<file path="config.mk">
export PLATFORM = sky130hd
export DESIGN_NAME = ep0_ctrl_csr
export DESIGN_NICKNAME = d
export VERILOG_FILES = /design/src/rtl/ep0_csr_pkg.sv /design/src/rtl/ep0_sticky_bit.sv /design/src/rtl/ep0_wr_decode.sv /design/src/rtl/ep0_irq_gen.sv /design/src/rtl/ep0_ctrl_csr.sv
export SDC_FILE = /design/constraint.sdc
export NUM_CORES = 1
export LEC_CHECK = 0
export BUFFER_PORTS_ARGS = -buffer_cell sky130_fd_sc_hd__buf_2
export CAP_MARGIN = 15
export CORE_UTILIZATION = 25
export DETAILED_ROUTE_END_ITERATION = 16
export HOLD_SLACK_MARGIN = 0.08
export PLACE_DENSITY = 0.86
export SLEW_MARGIN = 20
export SYNTH_ARGS = -nofsm -noshare
export SYNTH_HDL_FRONTEND = slang
export SYNTH_SLANG_ARGS = --single-unit
</file>
<file path="constraint.sdc">
create_clock -name clk -period 1.1 [get_ports clk]
set_clock_uncertainty 0.1 [all_clocks]
set_input_delay 0.11 -clock clk [delete_from_list [all_inputs] [get_ports clk]]
set_output_delay 0.11 -clock clk [all_outputs]
set_load 0.01 [all_outputs]
</file>
<file path="src/rtl/ep0_csr_pkg.sv">
package ep0_csr_pkg;

    // Bit positions inside the register word; software decodes these.
    localparam int unsigned OPR_B    = 0;
    localparam int unsigned IPR_B    = 1;
    localparam int unsigned FTF_B    = 2;
    localparam int unsigned WAKE_B   = 3;
    localparam int unsigned SST_B    = 4;
    localparam int unsigned FST_B    = 5;
    localparam int unsigned RXNE_B   = 6;
    localparam int unsigned SA_B     = 7;
    localparam int unsigned ACTIVE_W = 8;

    // Indices of the held state bits.
    localparam int unsigned SL_OUT   = 0;
    localparam int unsigned SL_IN    = 1;
    localparam int unsigned SL_SST   = 2;
    localparam int unsigned SL_FST   = 3;
    localparam int unsigned SL_SA    = 4;
    localparam int unsigned N_STICKY = 5;

    // Software actions decoded from one write.
    typedef struct packed {
        logic opr_clr;
        logic ipr_set;
        logic flush;
        logic sst_clr;
        logic fst_set;
        logic sa_clr;
    } sw_cmd_t;

    // Hardware event pulses from the packet engine.
    typedef struct packed {
        logic out_rcvd;
        logic in_sent;
        logic ctrl_out;
        logic stall_sent;
        logic setup;
    } hw_evt_t;

    // Visible low byte of the register, most significant field first.
    typedef struct packed {
        logic sa;
        logic rxne;
        logic fst;
        logic sst;
        logic wake;
        logic ftf;
        logic ipr;
        logic opr;
    } csr_view_t;

    function automatic sw_cmd_t decode_write(input logic we,
                                             input logic [ACTIVE_W-1:0] wd);
        sw_cmd_t c;
        c.opr_clr = we & wd[OPR_B];
        c.ipr_set = we & wd[IPR_B];
        c.flush   = we & wd[FTF_B];
        c.sst_clr = we & wd[SST_B];
        c.fst_set = we & wd[FST_B];
        c.sa_clr  = we & wd[SA_B];
        return c;
    endfunction

    function automatic csr_view_t build_view(input logic [N_STICKY-1:0] q,
                                             input logic wake,
                                             input logic rxne);
        csr_view_t v;
        v.opr  = q[SL_OUT];
        v.ipr  = 1'b0;
        v.ftf  = 1'b0;
        v.wake = wake;
        v.sst  = q[SL_SST];
        v.fst  = q[SL_FST];
        v.rxne = rxne;
        v.sa   = q[SL_SA];
        return v;
    endfunction

endpackage

</file>
<file path="src/rtl/ep0_sticky_bit.sv">
module ep0_sticky_bit (
    input  logic clk,
    input  logic rst,
    input  logic set_i,
    input  logic clr_i,
    output logic q_o
);

    // Set has priority so that an event is never lost to a clear.
    always_ff @(posedge clk) begin
        if (rst) q_o <= 1'b0;
        else     q_o <= (q_o & ~clr_i) | set_i;
    end

    // Covers R2, R9, R10, R11 and the arming side of R4/R5.
    assert_set_wins_R2: assert property (@(posedge clk) disable iff (rst)
        set_i |=> q_o);
    assert_clear_takes_R5: assert property (@(posedge clk) disable iff (rst)
        (clr_i && !set_i) |=> !q_o);

endmodule

</file>
<file path="src/rtl/ep0_wr_decode.sv">
module ep0_wr_decode
    import ep0_csr_pkg::*;
(
    input  logic                clk,
    input  logic                rst,
    input  logic                wr_en,
    input  logic [ACTIVE_W-1:0] wdata,
    output sw_cmd_t             cmd,
    output logic                flush_pulse
);

    assign cmd = decode_write(wr_en, wdata);

    always_ff @(posedge clk) begin
        if (rst) flush_pulse <= 1'b0;
        else     flush_pulse <= cmd.flush;
    end

    assert_flush_one_cycle_R8: assert property (@(posedge clk) disable iff (rst)
        (flush_pulse && !$past(wr_en && wdata[FTF_B])) |-> 1'b0);
    assert_flush_follows_write_R8: assert property (@(posedge clk) disable iff (rst)
        (wr_en && wdata[FTF_B]) |=> flush_pulse);

endmodule

</file>
<file path="src/rtl/ep0_irq_gen.sv">
module ep0_irq_gen (
    input  logic clk,
    input  logic rst,
    input  logic mask_i,
    input  logic out_evt_i,
    input  logic in_done_i,
    output logic irq_o
);

    always_ff @(posedge clk) begin
        if (rst) irq_o <= 1'b0;
        else     irq_o <= mask_i & (out_evt_i | in_done_i);
    end

    assert_irq_masked_R7: assert property (@(posedge clk) disable iff (rst)
        !mask_i |=> !irq_o);
    assert_irq_on_out_R6: assert property (@(posedge clk) disable iff (rst)
        (mask_i && out_evt_i) |=> irq_o);

endmodule

</file>
<file path="src/rtl/ep0_ctrl_csr.sv">
module ep0_ctrl_csr
    import ep0_csr_pkg::*;
#(
    parameter int unsigned DATA_W = 32
) (
    input  logic              clk,
    input  logic              rst,
    input  logic              reg_wr_en,
    input  logic [DATA_W-1:0] reg_wdata,
    output logic [DATA_W-1:0] reg_rdata,
    input  logic              ev_out_rcvd,
    input  logic              ev_in_sent,
    input  logic              ev_ctrl_out,
    input  logic              ev_stall_sent,
    input  logic              ev_setup,
    input  logic              st_wakeup_en,
    input  logic              st_rx_nempty,
    input  logic              irq_mask,
    output logic              irq_ep0,
    output logic              data_hold,
    output logic              in_pkt_rdy,
    output logic              flush_strobe,
    output logic              stall_force
);

    localparam int unsigned RSV_W = DATA_W - ACTIVE_W;

    hw_evt_t               evt;
    sw_cmd_t               cmd;
    csr_view_t             view;
    logic [N_STICKY-1:0]   st_set;
    logic [N_STICKY-1:0]   st_clr;
    logic [N_STICKY-1:0]   st_q;
    logic                  in_done;

    assign evt = '{out_rcvd:   ev_out_rcvd,
                   in_sent:    ev_in_sent,
                   ctrl_out:   ev_ctrl_out,
                   stall_sent: ev_stall_sent,
                   setup:      ev_setup};

    ep0_wr_decode u_dec (
        .clk         (clk),
        .rst         (rst),
        .wr_en       (reg_wr_en),
        .wdata       (reg_wdata[ACTIVE_W-1:0]),
        .cmd         (cmd),
        .flush_pulse (flush_strobe)
    );

    // Set and clear sources for each held bit.
    always_comb begin
        st_set         = '0;
        st_clr         = '0;
        st_set[SL_OUT] = evt.out_rcvd;
        st_clr[SL_OUT] = cmd.opr_clr;
        st_set[SL_IN]  = cmd.ipr_set & ~cmd.flush;
        st_clr[SL_IN]  = evt.in_sent | evt.ctrl_out | cmd.flush;
        st_set[SL_SST] = evt.stall_sent;
        st_clr[SL_SST] = cmd.sst_clr;
        st_set[SL_FST] = cmd.fst_set;
        st_clr[SL_FST] = evt.stall_sent;
        st_set[SL_SA]  = evt.setup;
        st_clr[SL_SA]  = cmd.sa_clr;
    end

    for (genvar g = 0; g < N_STICKY; g++) begin : g_bit
        ep0_sticky_bit u_bit (
            .clk   (clk),
            .rst   (rst),
            .set_i (st_set[g]),
            .clr_i (st_clr[g]),
            .q_o   (st_q[g])
        );
    end

    // Only transfer completion or control OUT retire the IN packet loudly.
    assign in_done = st_q[SL_IN] & (evt.in_sent | evt.ctrl_out);

    ep0_irq_gen u_irq (
        .clk       (clk),
        .rst       (rst),
        .mask_i    (irq_mask),
        .out_evt_i (evt.out_rcvd),
        .in_done_i (in_done),
        .irq_o     (irq_ep0)
    );

    assign view        = build_view(st_q, st_wakeup_en, st_rx_nempty);
    assign reg_rdata   = {{RSV_W{1'b0}}, view};
    assign data_hold   = st_q[SL_OUT];
    assign in_pkt_rdy  = st_q[SL_IN];
    assign stall_force = st_q[SL_FST];

    assert_out_seen_R2: assert property (@(posedge clk) disable iff (rst)
        ev_out_rcvd |=> (reg_rdata[OPR_B] && data_hold));
    assert_in_retired_R5: assert property (@(posedge clk) disable iff (rst)
        ((ev_in_sent || ev_ctrl_out) && !(reg_wr_en && reg_wdata[IPR_B])) |=> !in_pkt_rdy);
    assert_flush_silent_R7: assert property (@(posedge clk) disable iff (rst)
        (in_pkt_rdy && reg_wr_en && reg_wdata[FTF_B] && !ev_in_sent && !ev_ctrl_out
         && !ev_out_rcvd) |=> (!irq_ep0 && !in_pkt_rdy));
    assert_in_done_irq_R6: assert property (@(posedge clk) disable iff (rst)
        (irq_mask && in_pkt_rdy && (ev_in_sent || ev_ctrl_out)) |=> irq_ep0);
    assert_stall_handoff_R10: assert property (@(posedge clk) disable iff (rst)
        (ev_stall_sent && !(reg_wr_en && reg_wdata[FST_B])) |=> (reg_rdata[SST_B] && !stall_force));
    assert_setup_kept_R11: assert property (@(posedge clk) disable iff (rst)
        ev_setup |=> reg_rdata[SA_B]);
    assert_ro_wake_R12: assert property (@(posedge clk) disable iff (rst)
        (reg_wr_en && reg_wdata[WAKE_B] && !st_wakeup_en) |-> !reg_rdata[WAKE_B]);
    assert_ro_rxne_R12: assert property (@(posedge clk) disable iff (rst)
        (reg_wr_en && reg_wdata[RXNE_B] && !st_rx_nempty) |-> !reg_rdata[RXNE_B]);
    assert_rsv_zero_R1: assert property (@(posedge clk) disable iff (rst)
        (reg_wr_en && (|reg_wdata[DATA_W-1:ACTIVE_W])) |=> (reg_rdata[DATA_W-1:ACTIVE_W] == '0));

endmodule

</file>
==> results summary <==
Data arrives at the worst endpoint at 1.14 ns. Leaving out fill and tap cells, the most frequent cell in the layout is conb_1. The number of ports placed on the die boundary is 80. Measured along the y axis, the die boundary spans 46.9 µm. The remaining global-route overflow came out at 0. The main combinational cell family by area after synthesis is buffers and inverters. The post-route standard cell area excluding fillers is 632 µm². In this run the remaining antenna-violating nets after routing total 0. The worst hold path startpoint is ev_in_sent. Counting instances, the worst hold path has a depth of 3.

The start of the worst register-to-register path is g_bit[1].u_bit.q_o$_SDFF_PP0_. On the critical path the largest part of the delay comes from simple AND/OR/NAND/NOR gates. The top cell types in the final layout, fill and taps aside, are conb_1 (26), buf_2 (22), dlygate4sd3_1 (9), dfxtp_1 (6). The routability congestion estimate from global placement is 0.660. The post-place instance area is 504 µm². The signed area change from the synthesized netlist to the final layout is 25.3%. Summed over all layers, the routed wires come to 921 µm. In the global route stage, overall resource usage came out at 8.77%.

The post-synthesis adder-cell area fraction is 0%. The count of unresolved DRC violations after routing came out at 0. The reg2reg setup slack is 0.01 ns. The vias per cell is 3.38. The routed wirelength normalized by instance count is 8.22 µm. The number of endpoints failing setup at the final stage came out at 0. The delay contributed by the slowest stage of the critical path came out at 0.37 ns. The flop and latch count out of synthesis came out at 7.

The count of hold-fix buffers inserted at cts came out at 10. The placeable core region came out at 0.00180 mm². Yosys mapped the design onto 14 distinct sky130hd cell types. The peak clock frequency supported by timing is 0.920 GHz.

The fraction of layout instances using a drive strength above 1 is 35.6%. Traced cell by cell, the critical path runs through or3b_4 -> a221oi_2. The number of I/O port buffers is 23. In the post-route analysis, the smallest setup slack over all paths is 0.0127 ns. The power density over cell area is 1040 mW/mm². For this run, the detailed router's first-pass iteration total came to 1. The total chip power is 0.655 mW. The cell sitting at the root of the clock tree is a clkbuf_4.

The largest individual stage delay along the critical path comes from the cell or3b_4. The detailed router finished its first iteration with 0 violations. The cell count after synthesis is 58.

The number of sinks on the clock net is 7. The clock tree from TritonCTS is yes. The share of the synthesized netlist area taken by xor and xnor gates came out at 0%. Counting both buffers and inverters, the worst setup path holds a total of 0. The aggregate negative setup slack is 0 ns. Entering global routing, the biggest net connects 8 pins. The mux contribution to synthesized area is 0%. The count of yosys warnings during synthesis came out at 0. The number of hold violations in the final report came to 0. For the worst-skew pair, the clock arrives at the later sink with an insertion delay of 0.24 ns. The path class of the tightest hold or removal check is in2reg. The hold-critical path endpoint is g_bit[1].u_bit.q_o$_SDFF_PP0_. The capture instance of the worst register-to-register path is g_bit[1].u_bit.q_o$_SDFF_PP0_. Setup repair after global routing could not meet its margin everywhere. Summing the areas of all compound-gate instances in the mapped netlist gives 15.9% of the synthesized area. The clock-pin slew reported for the worst setup and hold paths after clock tree synthesis is 0.05 ns.

The number of global-route vias before repair came out at 329. The H-tree level count came out at 1. In this run, CTS created clock tree buffers numbering 3.

At the worst endpoint, the required time is 1.16 ns. The count of nets after finishing came out at 131. Averaged over all synthesized cells, the footprint is 8.69 µm².

The analysis attributes to cell leakage a power of 0.346 nW. In this run the core area contains 15 standard-cell rows. Buffers added to address setup during post-CTS repair amount to 0.

The highest fanout seen on the critical path is 3. The sequential share of the synthesized area came out at 27.8%. The global-route wire length before repair is 1240 µm. The run finished with clean final reports.

The half-perimeter wire length after placement is 645 µm. STA classifies the critical path endpoint as a register. The clock passes through at most 2 buffers. After layout, the worst path uses 98.8% of the clock period. The combined area of all synthesized cells came out at 504 µm².

The smallest clock period supported by the final layout is computed as 1.09 ns. The kind of start point of the critical path is a register. The maximum vdd ir drop is 546 µV. Of the total synthesized cell area, the portion taken by AND, OR, NAND and NOR gates is 7.20%. The number of vias after detailed routing is 378. The max capacitance violation total is 0. The final antenna diode count came out at 0. The horizontal die dimension came out at 46.9 µm. The setup path with the least slack is of type reg2reg. The initial core utilization came out at 28.0%. The setup slack after placement came out at 0.0231 ns. The initial antenna violation count is 0. For the worst flop-to-flop path, the logic depth is 2. The number of max-slew violations in the final report is 0. The die covers 0.00220 mm².
## power breakdown
group,internal (mW),switching [mW]
Sequential,0.269,0.00608
Combinational,0.0699,0.0850
Clock,0.138,0.0874
## worst min-delay path: stages
cell,delay [ns]
buf_2,0.09
or3b_4,0.11
a221oi_2,0.04
## worst max path at each step
stage	start	end	slack, ns	depth (start not counted)
floorplan	g_bit[1].u_bit.q_o$_SDFF_PP0_	g_bit[1].u_bit.q_o$_SDFF_PP0_	0.001	2
CTS	g_bit[1].u_bit.q_o$_SDFF_PP0_	g_bit[1].u_bit.q_o$_SDFF_PP0_	0.01	2
finish	g_bit[1].u_bit.q_o$_SDFF_PP0_	g_bit[1].u_bit.q_o$_SDFF_PP0_	0.01	2
detailed placement	g_bit[1].u_bit.q_o$_SDFF_PP0_	g_bit[1].u_bit.q_o$_SDFF_PP0_	0.02	2
global route	g_bit[1].u_bit.q_o$_SDFF_PP0_	g_bit[1].u_bit.q_o$_SDFF_PP0_	-0.04	2
global placement	g_bit[1].u_bit.q_o$_SDFF_PP0_	g_bit[1].u_bit.q_o$_SDFF_PP0_	0.05	2
## final cells by class
type,count,area (µm²)
clock buffer,4,26.3
fill,191,1170
inverter,1,3.75
multi-input combinational,43,216
sequential,7,141
tap,25,31.3
timing repair buffer,32,213
## flip-flops by register name (all words and copies together) (netlist names)
name and cells:
u_irq.irq_o 1, u_dec.flush_pulse 1, g_bit.u_bit.q_o 5
## Yosys cell counts
master / instances / share of area (%)
inv_1: 1 / 0.74
conb_1: 1 / 0.74
a21boi_0: 2 / 3.0
a21oi_1: 3 / 3.0
nand2b_1: 2 / 2.5
nor2_1: 1 / 0.74
o21ai_0: 1 / 0.99
buf_4: 32 / 48
o21ba_2: 2 / 4.0
a21bo_2: 1 / 2.0
a221oi_2: 1 / 3.0
nand2_1: 3 / 2.2
or3b_1: 1 / 1.7
dfxtp_1: 7 / 28
## per-stage QoR
step | hold WS, ns | utilization, % | std cells
3_3_place_gp | 0.120 | 28.0 | 99
6_report | 0.0469 | 35.1 | 112
4_1_cts | 0.0400 | 35.0 | 113
3_5_place_dp | 0.120 | 28.0 | 99
2_1_floorplan | 0.0762 | - | 83
5_1_grt | 0.0494 | 35.1 | 112
## cell families after synthesis
logic type / Yosys count
compound gates: 10
buf+inv: 33
flops: 7
other cells: 1
simple gates: 7
## layer usage
layer  track usage, %  up-vias  share of wire, %
met3             5.77        0               9.0
met5                0        -                 0
met4             3.43        0                 0
met1             6.96      160                38
met2             16.7       31                53
li1                 -      187                 -
## timing repair
item                                    in CTS  in global routing
endpoints found under the hold margin        7                  1
resized for setup                            0                  3
endpoints found under the setup margin       0                  4
(Power assumes the default switching activity.)
